[src/rtl/lfc_pkg.sv]
package lfc_pkg;

    // Outcome of comparing an offset magnitude with one threshold pair
    typedef enum logic [1:0] {
        ZONE_ACQ  = 2'd0,   // inside the tight limit: lock or keep lock
        ZONE_HOLD = 2'd1,   // between the limits: keep the present state
        ZONE_DROP = 2'd2    // outside the wide limit: unlock
    } zone_e;

    typedef struct packed {
        logic locked;
        logic sel_data;
    } lfc_state_t;

endpackage

[src/rtl/lfc_abs.sv]
module lfc_abs #(
    parameter int W = 16
) (
    input  logic [W-1:0] val,
    output logic [W-1:0] mag
);
    localparam logic [W-1:0] ONE = {{(W-1){1'b0}}, 1'b1};

    // The most negative code maps to 2^(W-1), which still fits unsigned
    always_comb begin
        if (val[W-1]) mag = (~val) + ONE;
        else          mag = val;
    end
endmodule

[src/rtl/lfc_band.sv]
module lfc_band
    import lfc_pkg::*;
#(
    parameter int W  = 16,
    parameter int LO = 244,
    parameter int HI = 366
) (
    input  logic [W-1:0] mag,
    output zone_e        zone
);
    localparam logic [W-1:0] LO_V = W'(LO);
    localparam logic [W-1:0] HI_V = W'(HI);

    always_comb begin
        if (mag < LO_V)      zone = ZONE_ACQ;
        else if (mag > HI_V) zone = ZONE_DROP;
        else                 zone = ZONE_HOLD;
    end
endmodule

[src/rtl/freq_lock_ctrl.sv]
module freq_lock_ctrl
    import lfc_pkg::*;
#(
    parameter int W         = 16,
    parameter int KEEP_LO   = 488,  // locked: below keeps lock
    parameter int KEEP_HI   = 732,  // locked: above drops lock
    parameter int ACQ_LO    = 244,  // unlocked: below acquires lock
    parameter int ACQ_HI    = 366   // unlocked: above stays out
) (
    input  logic         clk,
    input  logic         rst_n,
    input  logic         meas_valid,
    input  logic [W-1:0] meas_ppm,
    input  logic         runlen_fail,
    output logic         locked_o,
    output logic         sel_data_o
);
    logic [W-1:0] mag;
    zone_e        zone_keep;
    zone_e        zone_acq;
    zone_e        zone_sel;
    lfc_state_t   st_d, st_q;

    lfc_abs #(.W(W)) u_abs (
        .val (meas_ppm),
        .mag (mag)
    );

    // Threshold pair applied while locked
    lfc_band #(.W(W), .LO(KEEP_LO), .HI(KEEP_HI)) u_band_keep (
        .mag  (mag),
        .zone (zone_keep)
    );

    // Threshold pair applied while unlocked
    lfc_band #(.W(W), .LO(ACQ_LO), .HI(ACQ_HI)) u_band_acq (
        .mag  (mag),
        .zone (zone_acq)
    );

    always_comb begin
        zone_sel = st_q.locked ? zone_keep : zone_acq;
        st_d     = st_q;
        if (runlen_fail) begin
            st_d.locked = 1'b0;
        end else if (meas_valid) begin
            case (zone_sel)
                ZONE_ACQ:  st_d.locked = 1'b1;
                ZONE_DROP: st_d.locked = 1'b0;
                default:   st_d.locked = st_q.locked;
            endcase
        end
        st_d.sel_data = st_d.locked;
    end

    always_ff @(posedge clk) begin
        if (!rst_n) st_q <= '0;
        else        st_q <= st_d;
    end

    assign locked_o   = st_q.locked;
    assign sel_data_o = st_q.sel_data;
endmodule

[config.mk]
export PLATFORM = sky130hd
export DESIGN_NAME = freq_lock_ctrl
export DESIGN_NICKNAME = d
export VERILOG_FILES = /design/src/rtl/lfc_pkg.sv /design/src/rtl/lfc_abs.sv /design/src/rtl/lfc_band.sv /design/src/rtl/freq_lock_ctrl.sv
export SDC_FILE = /design/constraint.sdc
export NUM_CORES = 1
export LEC_CHECK = 0
export BUFFER_PORTS_ARGS = -buffer_cell sky130_fd_sc_hd__buf_2
export CORE_AREA = 2 2 39 41
export CTS_BUF_LIST = sky130_fd_sc_hd__clkbuf_4
export DETAILED_ROUTE_END_ITERATION = 8
export DIE_AREA = 0 0 41 43
export PLACE_DENSITY = 0.76
export SLEW_MARGIN = 5
export SYNTH_ARGS = -nofsm -noshare
export SYNTH_HDL_FRONTEND = slang
export SYNTH_SLANG_ARGS = --single-unit
[constraint.sdc]
create_clock -name clk -period 2.39 [get_ports clk]
set_input_delay 0.478 -clock clk [delete_from_list [all_inputs] [get_ports clk]]
set_output_delay 0.478 -clock clk [all_outputs]
set_load 0.02 [all_outputs]
# After elaboration in Yosys (flattened, before gate mapping)
# Index checks and enable logic that the tools add are counted.
[totals]
elab_cells = 21
ramBits = 0
romBits = 0
register_bits = 1
memories = 0
latch_bits = 0
inputBits = 20
output_inout_bits = 2
[op_classes]
n_addsub = 1
div = 0
n_lt_le_gt_ge = 4
n_shift = 0
eq_ne = 1
reduce_logical = 4
n_mul = 0
bitwise = 2
mux = 8
[op_table]
columns = ["cell", "count"]
rows = [
  ["$add A16 B1 Y16 const B", 1],
  ["$gt A16 B10 Y1 const B", 1],
  ["$gt A16 B9 Y1 const B", 1],
  ["$lt A16 B8 Y1 const B", 1],
  ["$lt A16 B9 Y1 const B", 1],
  ["$mux W16", 1],
  ["$not A16 Y16", 1],
  ["$mux W2", 5],
  ["$eq A2 B2 Y1 const B", 1],
  ["$logic_not A2 Y1", 1],
  ["$pmux W1 S2", 1],
  ["$reduce_and A2 Y1", 1],
  ["$reduce_bool A2 Y1", 1],
  ["$reduce_or A2 Y1", 1],
  ["$mux W1", 1],
  ["$not A1 Y1", 1],
]

# Longest topological paths before layout
# Gate-level depths: netlist (run 1).
[logic_depth]
word_depth = 10
ltp_mapped = 8
mapped_depth_nobuf = 8

# By module
# From an unflattened synthesis (run 1), not the netlist that was laid out.
[unflattened]
cells_unflattened = 77
area_unflattened_um2 = 595.6
[by_module_without_submodules]
columns = ["module", "n_inst", "seq_area_each_um2", "cells_per_inst", "area_each_um2"]
rows = [
  ["lfc_abs", 1, 0.0, 48, 365.4],
  ["lfc_band (u_band_keep)", 1, 0.0, 12, 90.1],
  ["lfc_band (u_band_acq)", 1, 0.0, 11, 76.3],
  ["freq_lock_ctrl", 1, 20.0, 6, 63.8],
]

# Worst setup path after synthesis (run 1)
# No wires, ideal clock.
[synth_path]
kind = "in2reg"
start = "input meas_ppm[5]"
end = "register st_q, in the netlist sel_data_o"
t_required_ns = 2.255
setup_slack_ns = 0.299
setup_ns = 0.135
n_path_buf = 1
path_stages = 7
arrival_ns = 1.955
path_cell_list = "or3_1 -> buf_2 -> or4_1 -> o21ai_1 -> a31oi_1 -> o311ai_1 -> a221oi_2"
[synth_via]
elab_chain_cells = 10
elab_cells_between_ends = 18
cone_classes = "add/sub: 1; order compare: 4; eq/ne: 1; mux: 8; bitwise: 1; reduce/logical: 3"
[synth_rtl]
columns = ["element", "line_no", "rtl"]
rows = [
  ["from (decl)", "freq_lock_ctrl.sv:13", "input logic [W-1:0] meas_ppm,"],
  ["$not A16 Y16", "lfc_abs.sv:11", "if (val[W-1]) mag = (~val) + ONE;"],
  ["$add A16 B1 Y16", "lfc_abs.sv:11", ""],
  ["$mux W16 *", "lfc_abs.sv:11", ""],
  ["$gt A16 B9 Y1 or $gt A16 B10 Y1 (tied branches)", "lfc_band.sv:16", "else if (mag > HI_V) zone = ZONE_DROP;"],
  ["$mux W2", "lfc_band.sv:16", ""],
  ["$mux W2", "lfc_band.sv:15", "if (mag < LO_V) zone = ZONE_ACQ;"],
  ["$mux W2 *", "freq_lock_ctrl.sv:42", "zone_sel = st_q.locked ? zone_keep : zone_acq;"],
  ["$eq A2 B2 Y1 or $logic_not A2 Y1 (tied branches)", "freq_lock_ctrl.sv:47", "case (zone_sel)"],
  ["$pmux W1 S2 or $reduce_bool A2 Y1 (tied branches)", "n/a", ""],
  ["$mux W1 or $reduce_and A2 Y1 (tied branches)", "n/a", ""],
  ["to (signal assigned)", "freq_lock_ctrl.sv:58", "else st_q <= st_d;"],
  ["to (decl)", "freq_lock_ctrl.sv:22", "lfc_state_t st_d, st_q;"],
]
# Mark *: on every way between the ends. The rest lies on a longest branch, timed or not. The select of a mux whose other input is x is not followed.
# A chain may end at the register's enable or synchronous reset.

# Final worst setup path (run 1)
# Ends and elaborated chain as after synthesis.

==> results of run 1 <==
stage by stage:
step,area [sq um],setup TNS (ns)
detailed placement,608,0
global route,639,-0.00922
finish,639,0
CTS,608,0
floorplan,484,0
global placement,608,0
worst register-to-register path: cells and delay by family, from the launching register on:
family,cells,cell delay (ns)
flops,1,0.31
compound gates,1,0.22
buf+inv,1,0.05
worst paths after layout:
path                end  slack (ns)  cells past startpoint
max          sel_data_o        0.09                      8
min          sel_data_o        0.46                      2
max reg2reg  sel_data_o        1.72                      2
min reg2reg  sel_data_o        0.46                      2
timing repair:
item | in CTS | in global routing
hold endpoints to repair | 0 | 0
setup endpoints to repair | 0 | 1
resized for setup | 0 | 5
setup buffers | 0 | 0
power groups by stage:
stage	logic, mW	clock network, mW	registers [mW]
final	0.0888	0	0.0175
after global placement	0.0795	0	0.0175
after floorplan	0.0490	0	0.0178
after detailed placement	0.0824	0	0.0175
after global routing	0.0988	0	0.0176
after CTS	0.0825	0	0.0175
layout make-up:
class,instances,area (sq um)
fill,155,744
tap,16,20.0
multi-input combinational,57,442
inverter,6,22.5
timing repair buffer,25,135
sequential,1,20.0
layer usage:
metal,vias to the layer above,track usage
met1,249,0.190
met2,14,0.247
li1,300,-
met4,0,0.0133
met5,-,0
met3,0,0.00524
cell usage in the layout (no fill, tap or decap), types with 2 or more instances in the layout:
cell / synthesis / final
buf_2: 4 / 21
inv_1: 6 / 6
nand2b_1: 6 / 5
nand2_1: 4 / 4
buf_4: 1 / 4
or3_1: 3 / 3
nand3b_1: 3 / 3
nor2_1: 3 / 3
xor2_1: 2 / 2
o21ai_1: 2 / 2
a211oi_1: 2 / 2
o21ai_0: 2 / 2
and3_1: 2 / 2
a21oi_1: 2 / 2
nand3_1: 2 / 2
or4_1: 2 / 2
a31oi_1: 2 / 2
xnor2_1: 2 / 2
o311ai_2: 0 / 2
cell families (layout without fill, tap and decap cells):
group	count (synthesis)	count (layout)
buffers and inverters	12	31
AO/OA/AOI/OAI	21	21
XOR/XNOR	4	4
AND/OR/NAND/NOR	29	29
flip-flops	1	1
multiplexers	1	1
adder cells (fa/ha/maj)	2	2
==> flow_summary.json, run 1 <==
{
  "outcome": "finished, final reports clean",
  "wl_mm": 1.25,
  "grt_pass1_vias": 502,
  "dr.pass1.iters": 3,
  "synth_xor_area_frac": 0.0724,
  "tightest_slew_ns": 0.389,
  "fmax_mhz": 435,
  "gp_congestion": 0.858,
  "critical_path.top_delay_family": "compound AO/OA/AOI/OAI gates",
  "dieArea_sq_um": 1760,
  "p_clk_frac": 0,
  "areaGrowthSynthToFinish_pct": 32.0,
  "p_total_mw": 0.106,
  "row_count": 14,
  "drtAntennaViolNets": 0,
  "drc": 0,
  "start_util": 0.350,
  "whs_ns": 0.455,
  "arrival_ns": 2.21,
  "largest_reg_flops": 1,
  "synth_area_leaders": "nand2b_1, ha_1, inv_1",
  "synth_mux_area_frac": 0.0207,
  "switchingPower_mw": 0.0485,
  "diodes": 0,
  "synth_top_cell_by_area": "nand2b_1",
  "finalSetupViolations": 0,
  "crit_path_start_kind": "input port",
  "fin_worst_skew_ns": 0,
  "hold_violations": 0,
  "synth.distinct_cells": 36,
  "p_leak_nw": 0.258,
  "p_per_area_nw_per_um2": 166,
  "hold_path_class": "reg2reg",
  "peakVddDrop_uv": 64.4,
  "synth_area_sq_um": 484,
  "dp_cells": 105,
  "boundaryPins": 22,
  "cp.required_ns": 2.30,
  "syn-num-nets": 92,
  "dp_slack_ns": 0.0905,
  "synth_seq_area_share": 0.0413,
  "setup_slack_ns": 0.0937,
  "fin_util": 0.462,
  "synth_top_area_share": 0.0775,
  "slew_violations": 0,
  "drive_gt1_frac": 0.371,
  "synth_warnings": 0,
  "wl_met2_um": 617,
  "synth-compound-area-share": 0.346,
  "post-route-period-util": 0.961,
  "grt_util_all_layers": 0.142,
  "antenna_found_initial": 0,
  "grt_overflow": 0,
  "yosys.area_share.simple": 0.357,
  "ys_seq_elements": 1,
  "nets": 113,
  "wl_met1_um": 568,
  "intPower_mw": 0.0578,
  "relSlewSlack": 0.740,
  "path_max_fanout": 5,
  "stdcell_count": 105,
  "synth_commonest_cells": "inv_1, nand2b_1, buf_2, nand2_1",
  "io_buffers": 21,
  "critPathSlowestCell": "or3_1",
  "drtIter0Drc": 10,
  "path_buf_inv": 2,
  "path_cells": "buf_2 > or3_1 > buf_4 > a21oi_1 > o22ai_1 > a31oi_1 > o311ai_2 > a221oi_2",
  "ctsHoldBuffers": 0,
  "r2r_start": "sel_data_o",
  "synth_area_per_cell_sq_um": 6.92,
  "maxCapViolCount": 0,
  "die_w_um": 41,
  "dpl.hpwl_um": 988,
  "grt_pass1_wl_mm": 1.88,
  "grt_max_degree": 13,
  "die_h_um": 43,
  "ys.flop_type": "dfxtp_1",
  "pwr-share-comb": 0.836,
  "top_layer_used": "met3",
  "synth_adder_area_share": 0.0517,
  "async_flop_share": 0,
  "vias": 563,
  "sequentialPowerShare": 0.164,
  "synth_edf_count": 0,
  "clkTransAtPathRegs_ns": 0,
  "post_drt_wl_per_cell_um": 11.9,
  "slowest_delay_ns": 0.46,
  "clkLatencyLatePin_ns": 0,
  "synth_top_family_by_area": "simple AND/OR/NAND/NOR gates",
  "placeableCoreArea_sq_um": 1380,
  "holdCritStartpoint": "sel_data_o",
  "period_needed_ns": 2.30,
  "startpoint": "meas_ppm[5]",
  "wl_met3_um": 58,
  "crit_path_end_kind": "register",
  "p_sw_frac": 0.456,
  "via_per_inst": 5.36,
  "postSynthCellCount": 70,
  "crit_type": "in2reg"
}
Power figures use the tool's default switching activity.
==> inputs of run 2 (changes only) <==
PLACE_DENSITY = 0.78   (was 0.76)
clock period = 2 ns   (was 2.39 ns; I/O delays follow)
==> flow_summary.json, run 2 (synthesis gave the netlist of run 1 again) <==
{
  "pwr-share-comb": 0.880,
  "grt_util_all_layers": 0.181,
  "path_cells": "buf_2 > or3_4 > buf_4 > o41ai_4 > xnor2_1 > nor2_1 > o311ai_2 > a221oi_2",
  "die_w_um": 41,
  "intPower_mw": 0.0973,
  "drc": 0,
  "grt_overflow": 0,
  "crit_path_start_kind": "input port",
  "post-route-period-util": 1.01,
  "final_common_cell": "buf_2",
  "path_max_fanout": 4,
  "grt_max_degree": 14,
  "areaGrowthSynthToFinish_pct": 81.1,
  "sequentialPowerShare": 0.120,
  "stdcell_count": 117,
  "fin_util": 0.634,
  "final_cell_mix": "buf_2, buf_4, nand2b_1, inv_1, nand2_1",
  "slowest_delay_ns": 0.41,
  "outcome": "complete, but fails checks",
  "dp_cells": 115,
  "fmax_mhz": 493,
  "p_sw_frac": 0.439,
  "vias": 646,
  "boundaryPins": 22,
  "p_leak_nw": 0.350,
  "grt_pass1_wl_mm": 2.38,
  "drtIter0Drc": 7,
  "hold_path_class": "reg2reg",
  "drive_gt1_frac": 0.564,
  "p_per_area_nw_per_um2": 198,
  "cp.required_ns": 1.91,
  "slew_violations": 0,
  "maxCapViolCount": 0,
  "whs_ns": 0.468,
  "peakVddDrop_uv": 101,
  "diodes": 0,
  "via_per_inst": 5.52,
  "rsz0062_at_grt": "true",
  "drtAntennaViolNets": 0,
  "arrival_ns": 1.94,
  "nets": 125,
  "clkLatencyLatePin_ns": 0,
  "period_needed_ns": 2.03,
  "p_clk_frac": 0,
  "crit_type": "in2reg",
  "start_util": 0.350,
  "dieArea_sq_um": 1760,
  "setup_slack_ns": -0.0291,
  "die_h_um": 43,
  "wl_mm": 1.49,
  "clkTransAtPathRegs_ns": 0,
  "switchingPower_mw": 0.0763,
  "finalSetupViolations": 1,
  "dr.pass1.iters": 3,
  "antenna_found_initial": 0,
  "grt_pass1_vias": 593,
  "post_drt_wl_per_cell_um": 12.7,
  "io_buffers": 21,
  "failed_checks": "setup timing",
  "gp_congestion": 0.871,
  "tightest_slew_ns": 0.370,
  "crit_path_end_kind": "register",
  "dpl.hpwl_mm": 1.03,
  "placeableCoreArea_sq_um": 1380,
  "critPathSlowestCell": "or3_4",
  "largest_reg_flops": 1,
  "fin_worst_skew_ns": 0,
  "hold_violations": 0,
  "relSlewSlack": 0.753,
  "row_count": 14,
  "ctsHoldBuffers": 0
}
run 2: final timing paths:
kind | start | endpoint | slack [ns] | cells after the start
max | meas_ppm[3] | sel_data_o | -0.03 | 8
max reg2reg | sel_data_o | sel_data_o | 1.30 | 2
min reg2reg | sel_data_o | sel_data_o | 0.47 | 2
min | sel_data_o | sel_data_o | 0.47 | 2
run 2: final cells by class:
cell class	count	area [sq um]
Inverter	6	32.5
Sequential cell	1	20.0
Multi-Input combinational cell	57	548
Fill cell	123	507
Tap cell	16	20.0
Timing Repair Buffer	37	256
run 2: worst max-delay path: cells and delay by family:
kind	cells	cell delay, ns
buf+inv	2	0.26
compound gates	3	0.58
xor+xnor	1	0.14
simple gates	2	0.56
run 2: metal layers:
| metal | share of wire | GRT usage | routed length, um |
|---|---|---|---|
| met1 | 0.42 | 0.225 | 630 |
| met2 | 0.53 | 0.344 | 785 |
| met3 | 0.048 | 0 | 72 |
| met4 | 0 | 0 | 0 |
| met5 | 0 | 0 | 0 |
run 2: metrics by stage:
stage | cell area (sq um) | TNS (ns) | total power, mW | worst slack, ns
after floorplan | 492 | -0.0101 | 0.0814 | -0.0101
after global placement | 691 | -0.136 | 0.131 | -0.136
after detailed placement | 691 | -0.166 | 0.134 | -0.166
after CTS | 792 | -0.0808 | 0.155 | -0.0808
after global routing | 877 | -0.0820 | 0.187 | -0.0820
final | 877 | -0.0291 | 0.174 | -0.0291
run 2: power groups by stage:
stage	combinational, mW	clock [mW]	sequential, mW
after detailed placement	0.113	0	0.0209
after global placement	0.110	0	0.0209
after CTS	0.134	0	0.0209
after floorplan	0.0601	0	0.0213
final	0.153	0	0.0209
after global routing	0.166	0	0.0210
run 2: repair_timing:
action / 4_1_cts / 5_1_grt
setup endpoints to repair: 1 / 1
pin swaps: 9 / 11
cloned: 0 / 0
resized for setup: 19 / 14
buffers inserted: 2 / 0
==> inputs of run 3 (changes only) <==
clock period = 1.8 ns   (was 2 ns; I/O delays follow)
==> flow_summary.json, run 3 (synthesis gave the netlist of run 1 again) <==
{
  "outcome": "complete, but fails checks",
  "grt_util_all_layers": 0.166,
  "ff2ff_path_depth": 2,
  "drc": 0,
  "final_common_cell": "buf_2",
  "post-route-period-util": 1.14,
  "ctsHoldBuffers": 0,
  "fin_worst_skew_ns": 0,
  "clkLatencyLatePin_ns": 0,
  "row_count": 14,
  "r2r-end": "sel_data_o",
  "cp.required_ns": 1.66,
  "failed_checks": "setup timing",
  "p_per_area_nw_per_um2": 216,
  "tightest_slew_ns": 0.390,
  "antenna_found_initial": 0,
  "nets": 126,
  "whs_ns": 0.469,
  "crit_type": "in2reg",
  "finalSetupViolations": 1,
  "grt_pass1_wl_mm": 2.18,
  "gp_congestion": 0.872,
  "dr.pass1.iters": 4,
  "dieArea_sq_um": 1760,
  "r2r_start": "sel_data_o",
  "fin_util": 0.582,
  "die_h_um": 43,
  "placeableCoreArea_sq_um": 1380,
  "dp_slack_ns": -0.325,
  "crit_end": "sel_data_o",
  "arrival_ns": 1.91,
  "period_needed_ns": 2.05,
  "hold_path_class": "reg2reg",
  "start_util": 0.350,
  "peakVddDrop_uv": 94.9,
  "final_cell_mix": "buf_2, buf_4, nand2b_1, inv_1, nand2_1",
  "areaGrowthSynthToFinish_pct": 66.4,
  "via_per_inst": 5.36,
  "post_drt_wl_per_cell_um": 11.7,
  "path_max_fanout": 3,
  "grt_overflow": 0,
  "maxCapViolCount": 0,
  "drtIter0Drc": 9,
  "p_total_mw": 0.174,
  "p_leak_nw": 0.329,
  "boundaryPins": 22,
  "die_w_um": 41,
  "hold_violations": 0,
  "drive_gt1_frac": 0.500,
  "startpoint": "meas_ppm[1]",
  "grt_pass1_vias": 576,
  "slew_violations": 0,
  "setup_slack_ns": -0.251,
  "dpl.hpwl_mm": 1.08,
  "rrSetupSlack_ns": 1.10,
  "grt_max_degree": 14,
  "rsz0062_at_grt": "true",
  "diodes": 0,
  "crit_path_start_kind": "input port",
  "relSlewSlack": 0.739,
  "crit_path_end_kind": "register",
  "io_buffers": 21,
  "largest_reg_flops": 1,
  "clkTransAtPathRegs_ns": 0,
  "fmax_mhz": 487,
  "drtAntennaViolNets": 0,
  "wl_mm": 1.39,
  "vias": 632
}
run 3: changes by cell type in the layout (fill, tap and decap cells not counted), sizes merged:
cell	previous run	this run
buf	37	38
run 3: how the worst min path moves through the flow:
stage                           from    endpoint  slack [ns]  cells after the start
after floorplan           meas_valid  sel_data_o        0.45                      1
after global placement    sel_data_o  sel_data_o        0.46                      2
after detailed placement  sel_data_o  sel_data_o        0.47                      2
after CTS                 sel_data_o  sel_data_o        0.47                      2
after global routing      sel_data_o  sel_data_o        0.49                      2
final                     sel_data_o  sel_data_o        0.47                      2
run 3: power by group:
group / switching [mW] / internal (mW) / total [mW]
registers: 0.000210 / 0.0230 / 0.0232
clock network: 0 / 0 / 0
logic: 0.0722 / 0.0785 / 0.151
run 3: cell type report:
| cell class | count | area [sq um] |
|---|---|---|
| fill | 140 | 578 |
| inverter | 6 | 32.5 |
| multi-input combinational | 57 | 480 |
| sequential | 1 | 20.0 |
| tap | 16 | 20.0 |
| timing repair buffer | 38 | 253 |
run 3: critical path, stage by stage:
cell and delay, ns:
buf_8 0.08, inv_6 0.04, ha_4 0.14, or4bb_1 0.48, a22oi_2 0.13, o2111ai_1 0.14, o311a_1 0.14, o311ai_2 0.30
a221oi_2 0.09
run 3: metal layers:
| metal | global-route usage | wire length [um] |
|---|---|---|
| met1 | 0.206 | 578 |
| met2 | 0.313 | 733 |
| met3 | 0.00524 | 73 |
| met4 | 0 | 0 |
| met5 | 0 | 0 |
run 3: timing repair:
action                     in CTS  in global routing
setup endpoints to repair       1                  1
buffers inserted                2                  0
pin swaps                      10                  7
gates resized for setup        16                  4
run 3: metrics by stage:
step	setup TNS (ns)	instances	cell area [sq um]
after floorplan	-0.170	70	492
after global placement	-0.295	116	698
after detailed placement	-0.325	116	698
after CTS	-0.258	118	781
after global routing	-0.323	118	806
final	-0.251	118	806
